<file path="src/rtl/cfgbit_prog_ctrl.sv">
module cfgbit_prog_ctrl #(
  parameter int PROG_CYCLES = 16
) (
  input  logic       clk,
  input  logic       rst_n,
  input  logic       wr_en,
  input  logic [1:0] wr_addr,
  input  logic [7:0] wr_data,
  input  logic [1:0] rd_addr,
  output logic [7:0] rd_data,
  output logic       irq,
  output logic       sec0_live,
  output logic       sec1_live,
  output logic       clk_x2_live,
  output logic [3:0] clocks_per_cycle
);
  localparam int CW = $clog2(PROG_CYCLES + 1);
  localparam logic [1:0] A_CFG = 2'd0, A_CMD = 2'd1, A_AKEY = 2'd2, A_DKEY = 2'd3;

  logic          iap_en, busy, irq_mode;
  logic [7:0]    akey, dkey;
  logic [2:0]    tgt, sel, live;
  logic [2:0]    nv = 3'b000;
  logic [CW-1:0] cnt;
  logic          accept, done;

  always_comb begin
    sel = 3'b000;
    if (dkey == 8'hAA) begin
      if (wr_data[6:0] == 7'h09 && akey == 8'hAA) sel = 3'b010;
      else if (wr_data[6:0] == 7'h09 && akey == 8'h5A) sel = 3'b001;
      else if (wr_data[6:0] == 7'h08 && akey == 8'h55) sel = 3'b100;
    end
  end

  assign accept = wr_en && wr_addr == A_CMD && iap_en && !busy && |sel;
  assign done   = busy && cnt == CW'(1);

  always_ff @(posedge clk)
    if (rst_n && done) nv <= nv | tgt;

  always_ff @(posedge clk) begin
    if (!rst_n) begin
      iap_en   <= 1'b0;
      akey     <= '0;
      dkey     <= '0;
      busy     <= 1'b0;
      irq_mode <= 1'b0;
      irq      <= 1'b0;
      tgt      <= '0;
      cnt      <= '0;
      live     <= nv;
    end else begin
      irq <= done && irq_mode;
      if (wr_en && wr_addr == A_CFG)  iap_en <= wr_data[6];
      if (wr_en && wr_addr == A_AKEY) akey <= wr_data;
      if (wr_en && wr_addr == A_DKEY) dkey <= wr_data;
      if (accept) begin
        busy     <= 1'b1;
        cnt      <= CW'(PROG_CYCLES);
        tgt      <= sel;
        irq_mode <= wr_data[7];
      end else if (busy) begin
        cnt <= cnt - CW'(1);
        if (done) busy <= 1'b0;
      end
    end
  end

  always_comb
    case (rd_addr)
      A_CFG:   rd_data = {1'b0, iap_en, 6'b0};
      A_CMD:   rd_data = {5'b0, busy, 2'b0};
      A_AKEY:  rd_data = akey;
      default: rd_data = dkey;
    endcase

  assign sec0_live        = live[0];
  assign sec1_live        = live[1];
  assign clk_x2_live      = live[2];
  assign clocks_per_cycle = live[2] ? 4'd6 : 4'd12;
endmodule

</file>
<file path="config.mk">
export PLATFORM = sky130hd
export DESIGN_NAME = cfgbit_prog_ctrl
export DESIGN_NICKNAME = d
export VERILOG_FILES = /design/src/rtl/cfgbit_prog_ctrl.sv
export SDC_FILE = /design/constraint.sdc
export NUM_CORES = 1
export LEC_CHECK = 0
export ABC_CLOCK_PERIOD_IN_PS = 2280
export BUFFER_PORTS_ARGS = -buffer_cell sky130_fd_sc_hd__buf_2
export CAP_MARGIN = 25
export CELL_PAD_IN_SITES_DETAIL_PLACEMENT = 0
export CELL_PAD_IN_SITES_GLOBAL_PLACEMENT = 1
export CORE_MARGIN = 1.5
export CORE_UTILIZATION = 35
export CTS_BUF_LIST = sky130_fd_sc_hd__clkbuf_4 sky130_fd_sc_hd__clkbuf_8
export CTS_CLUSTER_SIZE = 8
export DETAILED_ROUTE_END_ITERATION = 7
export GPL_ROUTABILITY_DRIVEN = 0
export PLACE_DENSITY_LB_ADDON = 0.15
export SLEW_MARGIN = 15
export SYNTH_ARGS = -nofsm -noshare
export SYNTH_HDL_FRONTEND = slang
export SYNTH_SLANG_ARGS = --single-unit
export TNS_END_PERCENT = 30
</file>
<file path="constraint.sdc">
create_clock -name clk -period 2.28 [get_ports clk]
set_input_delay 0 -clock clk [delete_from_list [all_inputs] [get_ports clk]]
set_output_delay 0 -clock clk [all_outputs]
set_load 0.02 [all_outputs]
</file>
==> reports/qor.yml, run 1 <==
placement:
  hpwl_um: 2610
  post-place-ws_ns: 0.665
  io_buffers: 28
  placed_cell_area_sq_mm: 0.00182
final_layout:
  drive_above_1_share: 0.262
  layout_common_cells: "28 x dfxtp_1, 28 x buf_2, 25 x mux2i_1, 21 x nor2_1, 8 x nand2_1"
  finalNetCount: 211
  nFillCells: 436
  stdcell_area_sq_mm: 0.00198
  seq_area_sq_um: 741
  syn_to_final_growth_pct: 18.7
  diodes: 0
  multi_input_area_sq_um: 850
synth:
  synth_edf_count: 6
  yosysSeqAreaShare: 0.444
  yosysWarnings: 0
  ys_ff_latch: 34
  syn-num-nets: 180
  synthCells: 163
  synthArstFlopShare: 0
  syn_avg_cell_area_sq_um: 10.2
  synth_cell_types: 45
  synth_flop_cell: "dfxtp_1"
  syn_area_sq_mm: 0.00167
clock_network:
  clock_sinks: 34
  cts_buffers: 5
  clk_latency_ns: 0.28
  post_cts_buffers: 0
  clockBufferDepth: 2
  tritoncts: "done"
  clockRootBuffer: "clkbuf_8"
  cts-htree-levels: 2
  clk_pin_slew_ns: 0.07
sta:
  final_max_slew_viol_count: 0
  fin_ws_ns: 0.664
  relSlewSlack: 0.601
  fmax_ghz: 0.619
  fin_crit_sh: 0.709
  timing_hold_violations_final: 0
  setup_violations: 0
  hold_ws_ns: 0.0100
  min_period_ns: 1.62
  fin_setup_tns_ns: 0
  rsz0062_at_grt: "false"
  tightest_slew_ns: 0.597
  clock_skew_ns: 0.00366
global_routing:
  grt_max_degree: 15
  grt_usage: 0.145
  grt_pass1_vias: 1147
  grt_pass1_wl_um: 5730
  grt_overflow_total: 0
  antenna_found_initial: 0
floorplan:
  die_area_sq_mm: 0.00519
  die_width_um: 72.1
  initial_core_util: 0.373
  die_h_um: 72.1
  coreArea_sq_mm: 0.00447
  ios: 31
  rows: 24
flow_run:
  max_cap_violations: 0
setup_path:
  crit_fanout: 9
  r2r-end: "tgt[0]"
  crit_path_start_kind: "flop"
  reg2reg_depth: 5
  cp.arrival_ns: 1.80
  r2r_setup_slack_ns: 0.66
  critPathCaptureType: "flop"
  required_ns: 2.46
  worstSetupPathType: "flop to flop"
  rr_startpoint: "busy"
power:
  power_density_mw_per_mm2: 647
  peakVddDrop_mv: 0.262
  leakage_nw: 0.918
min_path:
  worstHoldPathType: "input port to flop"
  hold_depth: 3
  hp-start: "wr_data[0]"
  whs_endpoint: "akey[0]"
route:
  routed_wl_um: 3590
  via_per_inst: 5.09
  routedWlPerCell_um: 14.5
  firstDrtPassIters: 4
  drt_iter0_drc: 88
  drc_errors: 0
  drtAntennaViolNets: 0
  vias: 1257
status:
  status: "complete, no violations"
[state kept, by name (all words and copies together) (netlist names)]
name      flops
akey          8
busy          1
cnt           5
dkey          8
iap_en        1
irq           1
irq_mode      1
live          3
nv            3
tgt           3
[cell families (layout without fill, tap and decap cells)]
kind of cell,Yosys count,after routing,synth area share
AO/OA/AOI/OAI,10,10,0.0480
AND/OR/NAND/NOR,69,69,0.257
other,2,2,0.00450
flip-flops,34,34,0.444
XOR/XNOR,4,4,0.0210
buffers and inverters,15,47,0.0472
adder cells (fa/ha/maj),2,2,0.0150
multiplexers,27,27,0.163
[worst max-delay path, stage by stage (launching register included)]
cell,delay (ns)
dfxtp_1,0.41
nor4b_4,0.23
nand4_1,0.16
nor3_2,0.26
nand2_2,0.17
a32o_1,0.28
[routing by layer]
layer,vias up,share of wire,GRT usage
met2,22,0.45,0.215
li1,626,-,-
met4,0,0.020,0.0797
met3,7,0.031,0.0306
met5,-,0,0
met1,602,0.50,0.198
[area by class of cell]
type                       count  area share
clock buffer                   5      0.0347
clock inverter                 3      0.0202
timing repair buffer          34      0.0998
multi-input combinational    114       0.429
tap                           52      0.0328
inverter                       5     0.00948
sequential                    34       0.374
[stage by stage]
step	utilization	cells	power (mW)
2_1_floorplan	-	163	0.708
5_1_grt	0.443	247	1.34
4_1_cts	0.443	247	1.30
3_5_place_dp	0.407	234	0.743
6_report	0.443	247	1.28
3_3_place_gp	0.407	234	0.741
[synth_stat cells (3+ instances only)]
cell type	instances	area [sq um]
a21oi_1	3	15.0
and3_1	5	31.3
buf_2	3	15.0
buf_4	3	22.5
clkbuf_1	3	11.3
dfxtp_1	28	561
edfxtp_1	6	180
inv_1	5	18.8
mux2i_1	25	250
nand2_1	8	30.0
nor2_1	21	78.8
nor2b_1	7	43.8
or2_2	3	18.8
[what timing repair did]
action,in CTS,in global routing
hold buffers,5,0
hold endpoints to repair,10,0
gates resized for setup,0,0
[how the worst max path moves through the flow]
stage | startpoint | end | slack [ns] | depth (start not counted)
5_1_grt | busy | tgt[0] | 0.54 | 5
3_3_place_gp | busy | tgt[0] | 0.73 | 5
2_1_floorplan | busy | tgt[1] | 0.80 | 6
4_1_cts | busy | tgt[0] | 0.66 | 5
6_report | busy | tgt[0] | 0.66 | 5
3_5_place_dp | busy | tgt[0] | 0.67 | 5
[power by group]
group          switching, mW  internal, mW
Clock                  0.226         0.322
Sequential            0.0103         0.621
Combinational         0.0578        0.0462
Total                  0.294         0.988
No activity file was read; power rests on OpenSTA's default activity.
==> inputs of run 2 (changes only) <==
--- a/config.mk
+++ b/config.mk
@@ -5,7 +5,8 @@
 export SDC_FILE = /design/constraint.sdc
 export NUM_CORES = 1
 export LEC_CHECK = 0
-export ABC_CLOCK_PERIOD_IN_PS = 2280
+export ABC_AREA = 1
+export ABC_CLOCK_PERIOD_IN_PS = 1650
 export BUFFER_PORTS_ARGS = -buffer_cell sky130_fd_sc_hd__buf_2
 export CAP_MARGIN = 25
 export CELL_PAD_IN_SITES_DETAIL_PLACEMENT = 0
==> constraint.sdc (replaced) <==
create_clock -name clk -period 1.65 [get_ports clk]
set_input_delay 0 -clock clk [delete_from_list [all_inputs] [get_ports clk]]
set_output_delay 0 -clock clk [all_outputs]
set_load 0.02 [all_outputs]
==> run 2 against run 1 <==
Final cell count up 33%. Synthesized area up 5.0%. Die area up 4.8%. Clock power up 71%. Critical path depth down 1. Clock skew up 0.0082 ns. Worst hold slack worse by 0.0061 ns. Count of clock-buffer cells in the layout unchanged. Highest routed layer unchanged.
==> reports/qor.yml, run 2 <==
sta:
  fin_setup_tns_ns: 0
  min_period_ns: 1.40
  hold_ws_ns: 0.00390
  tightest_slew_ns: 0.555
  fin_crit_sh: 0.847
  clock_skew_ns: 0.0119
  timing_hold_violations_final: 0
  rsz0062_at_grt: "false"
  setup_violations: 0
  fmax_ghz: 0.715
  final_max_slew_viol_count: 0
  relSlewSlack: 0.629
status:
  status: "complete, no violations"
setup_path:
  r2r_setup_slack_ns: 0.25
  crit_path_cell_trace: "inv_1, ha_1, nand3b_1, nor3_1"
  crit_fanout: 4
  critical_path.max_stage_delay_ns: 0.41
  crit_path_start_kind: "flop"
  cp.arrival_ns: 1.33
  worstSetupPathType: "flop to flop"
  cp_top_family: "simple AND/OR/NAND/NOR gates"
  critPathCaptureType: "flop"
  path_buf_inv: 1
  critical_path.slowest_cell: "nor3_1"
  required_ns: 1.58
route:
  routedWlPerCell_um: 12.0
  vias: 1523
  drtAntennaViolNets: 0
  drt_iter0_drc: 28
  drc_errors: 0
  firstDrtPassIters: 6
  via_per_inst: 4.63
  routed_wl_um: 3960
synth:
  synthTopCellsByArea: "dfxtp_1 32%, edfxtp_1 10%, inv_1 7.1%"
  yosysSeqAreaShare: 0.423
  yosysWarnings: 0
  synth_flop_cell: "dfxtp_1"
  ys_ff_latch: 34
  synth_top_area_frac: 0.320
  synth_cell_types: 32
  syn-num-nets: 247
  synthArstFlopShare: 0
  synth_edf_count: 6
  synth_commonest_cells: "33 x inv_1, 29 x nand2_1, 28 x dfxtp_1"
  syn_area_sq_mm: 0.00175
  synthCells: 230
  synth.most_common_cell: "inv_1"
  syn_avg_cell_area_sq_um: 7.62
  synth_top_area_cell: "dfxtp_1"
clock_network:
  clk_pin_slew_ns: 0.08
  postCtsResizedCells: 0
  cts_hold_buf: 2
  clockBufferDepth: 2
  cts-htree-levels: 2
  post_cts_buffers: 0
  clk_latency_ns: 0.29
  clockRootBuffer: "clkbuf_8"
  cts_buffers: 5
  clock_sinks: 34
  tritoncts: "done"
placement:
  dp.cells: 319
  hpwl_um: 2950
  placed_cell_area_sq_mm: 0.00195
  io_buffers: 28
final_layout:
  stdcell_area_sq_mm: 0.00211
  layout.cells.non_filler: 329
  nFillCells: 526
  layout_common_cells: "33 x inv_1, 29 x nand2_1, 28 x dfxtp_1, 28 x buf_2, 25 x nor2_1"
  syn_to_final_growth_pct: 20.2
  drive_above_1_share: 0.248
  top_regs: "akey (8), dkey (8), cnt (5)"
  finalNetCount: 278
  diodes: 0
  final_common_cell: "inv_1"
global_routing:
  grt_usage: 0.156
  grt_pass1_vias: 1387
  grt_pass1_wl_um: 6340
  grt_max_degree: 27
  grt_overflow_total: 0
  antenna_found_initial: 0
floorplan:
  die_width_um: 73.8
  die_h_um: 73.8
  rows: 25
  ios: 31
  die_area_sq_mm: 0.00544
  initial_core_util: 0.366
  coreArea_sq_mm: 0.00479
power:
  leakage_nw: 0.941
  power_density_mw_per_mm2: 942
  peakVddDrop_mv: 0.290
min_path:
  worstHoldPathType: "input port to flop"
flow_run:
  max_cap_violations: 0
## run 2: cell types whose count changed in the layout (fill, tap and decap cells not counted), sizes merged, moves of 7 or more
cell,before,now
nand3,1,16
mux2i,25,0
nand4,2,9
a21oi,3,16
o21ai,1,20
nand2,9,35
nor2,22,32
inv,5,36
nor2b,7,0
## run 2: per-layer routing
layer	vias up	part of all wire	GRT usage	wire length, um
met1	685	0.52	0.210	2050
met4	0	0.015	0.0556	61
li1	808	-	-	-
met3	6	0.029	0.0412	113
met5	-	0	0	0
met2	24	0.44	0.239	1740
## run 2: final timing paths
check / start / end / depth (start not counted)
setup / recovery: cnt[1] / nv[1] / 4
hold reg to reg: nv[2] / live[2] / 0
hold / removal: wr_data[6] / dkey[6] / 3
setup reg to reg: cnt[1] / nv[1] / 4
## run 2: cells by family after synthesis
family,Yosys count,share of synthesized area
simple gates,100,0.301
fa+ha+maj,2,0.0143
buf+inv,45,0.106
flops,34,0.423
xor+xnor,3,0.0150
compound gates,44,0.137
other cells,2,0.00428
## run 2: layout make-up
type	count	area, sq um	area share
clock buffers	5	68.8	0.0327
flip-flops and latches	34	741	0.352
well taps	67	83.8	0.0398
repair buffers	33	183	0.0867
multi-input cells	151	827	0.393
clock inverters	3	68.8	0.0327
inverters	36	135	0.0641
## run 2: where the power goes
part,leakage [nW],switching (mW),internal (mW)
clock,0.0683,0.331,0.605
sequential,0.284,0.0171,0.865
combinational,0.589,0.112,0.0558
## run 2: per-stage QoR
stage	utilization	setup slack [ns]	total power, mW
6_report	0.440	0.252	1.99
5_1_grt	0.440	0.112	2.06
4_1_cts	0.440	0.241	2.01
3_5_place_dp	0.407	0.247	1.07
3_3_place_gp	0.407	0.321	1.07
2_1_floorplan	-	0.411	1.01
## run 2: worst reg2reg max path, delay by kind of cell (launching register included)
| family | cells | cell delay, ns |
|---|---|---|
| AND/OR/NAND/NOR | 2 | 0.50 |
| flip-flops | 1 | 0.31 |
| adder cells (fa/ha/maj) | 1 | 0.15 |
| buffers and inverters | 1 | 0.09 |
==> inputs of run 3 (changes only) <==
--- a/config.mk
+++ b/config.mk
@@ -5,8 +5,8 @@
 export SDC_FILE = /design/constraint.sdc
 export NUM_CORES = 1
 export LEC_CHECK = 0
-export ABC_AREA = 1
-export ABC_CLOCK_PERIOD_IN_PS = 1650
+export ABC_AREA = 0
+export ABC_CLOCK_PERIOD_IN_PS = 1390
 export BUFFER_PORTS_ARGS = -buffer_cell sky130_fd_sc_hd__buf_2
 export CAP_MARGIN = 25
 export CELL_PAD_IN_SITES_DETAIL_PLACEMENT = 0
==> constraint.sdc (replaced) <==
create_clock -name clk -period 1.39 [get_ports clk]
set_input_delay 0 -clock clk [delete_from_list [all_inputs] [get_ports clk]]
set_output_delay 0 -clock clk [all_outputs]
set_load 0.02 [all_outputs]
==> run 3 against run 2 <==
The flow now finishes with violations (negative setup slack). Design area up 7.3%. Routed wire length down 1.3%. Count of clock-buffer cells in the layout unchanged. Utilization up 6.5 points. Critical path type unchanged.
==> reports/qor.yml, run 3 (synthesized netlist as in run 1, its figures left out) <==
power:
  power_switching_mw: 0.505
  peakVddDrop_mv: 0.706
  internal_power_mw: 1.84
  p_clk_frac: 0.472
  power_density_mw_per_mm2: 1040
  swShare: 0.216
  seq_power_share: 0.440
  combPwrFrac: 0.088
  leakage_nw: 1.10
floorplan:
  die_width_um: 72.1
  die_h_um: 72.1
  initial_core_util: 0.373
  die_area_sq_mm: 0.00519
  rows: 24
  ios: 31
  coreArea_sq_mm: 0.00447
route:
  via_per_inst: 4.96
  routedWlPerCell_um: 14.1
  firstDrtPassIters: 6
  drt_iter0_drc: 40
  drc_errors: 0
  drtAntennaViolNets: 0
  routed_wl_um: 3910
  vias: 1374
setup_path:
  crit_path_cell_trace: "nor4b_2, nand4_1, buf_4, nor3_4, nand2_2, a32o_1"
  required_ns: 1.57
  crit_fanout: 7
  crit_path_start_kind: "flop"
  cp.arrival_ns: 1.79
  critPathCaptureType: "flop"
  critical_path.max_stage_delay_ns: 0.33
  critical_path.slowest_cell: "dfxtp_2"
  worstSetupPathType: "flop to flop"
global_routing:
  grt_pass1_wl_um: 6400
  grt_max_degree: 14
  antenna_found_initial: 0
  grt_overflow_total: 0
  grt_pass1_vias: 1361
  grt_usage: 0.161
final_layout:
  final_util: 0.505
  top_regs: "akey (8), dkey (8), cnt (5)"
  layout_common_cells: "31 x buf_4, 28 x buf_2, 26 x dfxtp_1, 25 x mux2i_1, 21 x nor2_1"
  stdcell_area_sq_mm: 0.00226
  final_common_cell: "buf_4"
  drive_above_1_share: 0.387
  seq_area_sq_um: 743
  finalNetCount: 241
  multi_input_area_sq_um: 873
  nFillCells: 430
  diodes: 0
  syn_to_final_growth_pct: 35.5
  layout.cells.non_filler: 277
clock_network:
  tritoncts: "done"
  cts_buffers: 5
  clock_sinks: 34
  clockRootBuffer: "clkbuf_8"
  clk_pin_slew_ns: 0.08
  cts-htree-levels: 2
  clockBufferDepth: 2
  clk_latency_ns: 0.29
sta:
  setup_violations: 9
  fin_ws_ns: -0.219
  hold_ws_ns: 0.0176
  rsz0062_at_grt: "true"
  clock_skew_ns: 0.00696
  final_max_slew_viol_count: 0
  timing_hold_violations_final: 0
  min_period_ns: 1.61
  fmax_ghz: 0.621
  fin_crit_sh: 1.16
placement:
  placed_cell_area_sq_mm: 0.00204
  hpwl_um: 2970
  dp.cells: 263
  io_buffers: 28
status:
  status: "finished with violations"
  violations: "negative setup slack"
min_path:
  worstHoldPathType: "input port to flop"
flow_run:
  max_cap_violations: 0
[run 3: cell count changes in the layout (fill, tap and decap cells not counted), sizes merged, moves of 4 or more]
cell,before,now
a21oi,16,3
and3,0,5
buf,31,59
inv,36,5
mux2i,0,25
nand2,35,9
nand3,16,1
nand4,9,2
nor2,32,22
nor2b,0,7
nor4b,0,4
o21ai,20,1
o22ai,5,0
[run 3: per-layer routing]
metal	global-route usage	routed length [um]	up-vias
met3	0.0389	109	9
met1	0.208	1860	652
met4	0.0608	73	0
li1	-	-	690
met5	0	0	-
met2	0.260	1870	23
[run 3: repair_timing]
action,CTS,global route
buffers inserted,0,1
endpoints found under the hold margin,11,0
endpoints found under the setup margin,12,15
pin swaps,3,3
resized for setup,4,4
hold buffers,5,0
[run 3: final timing paths]
| kind | start | to | slack [ns] | cells after the start |
|---|---|---|---|---|
| worst max-delay path | dkey[6] | tgt[0] | -0.22 | 6 |
| worst min register to register | nv[2] | live[2] | 0.46 | 0 |
| worst max register to register | dkey[6] | tgt[0] | -0.22 | 6 |
| worst min-delay path | wr_data[0] | akey[0] | 0.02 | 3 |
[run 3: per-stage QoR]
stage | TNS [ns] | power, mW | setup WS, ns
global route | -2.36 | 2.43 | -0.312
CTS | -1.18 | 2.36 | -0.211
global placement | -0.854 | 1.24 | -0.152
detailed placement | -1.57 | 1.25 | -0.239
floorplan | -0.148 | 1.16 | -0.0797
finish | -1.47 | 2.34 | -0.219
[run 3: layout make-up]
cell class	instances	share of cell area
multi-input combinational	114	0.386
sequential	34	0.329
timing repair buffer	64	0.187
clock buffer	5	0.0304
clock inverter	3	0.0304
tap	52	0.0288
inverter	5	0.00830
[run 3: worst max-delay path: cells and delay by family (launching register included)]
kind / cells / cell delay [ns]
buf+inv: 1 / 0.17
flops: 1 / 0.33
compound gates: 1 / 0.24
simple gates: 4 / 0.76
[run 3: power groups by stage]
| stage | sequential (mW) | combinational [mW] | clock [mW] |
|---|---|---|---|
| 2_1_floorplan | 1.05 | 0.106 | 0 |
| 3_3_place_gp | 1.05 | 0.193 | 0 |
| 3_5_place_dp | 1.05 | 0.195 | 0 |
| 4_1_cts | 1.03 | 0.208 | 1.12 |
| 5_1_grt | 1.03 | 0.225 | 1.17 |
| 6_report | 1.03 | 0.207 | 1.10 |
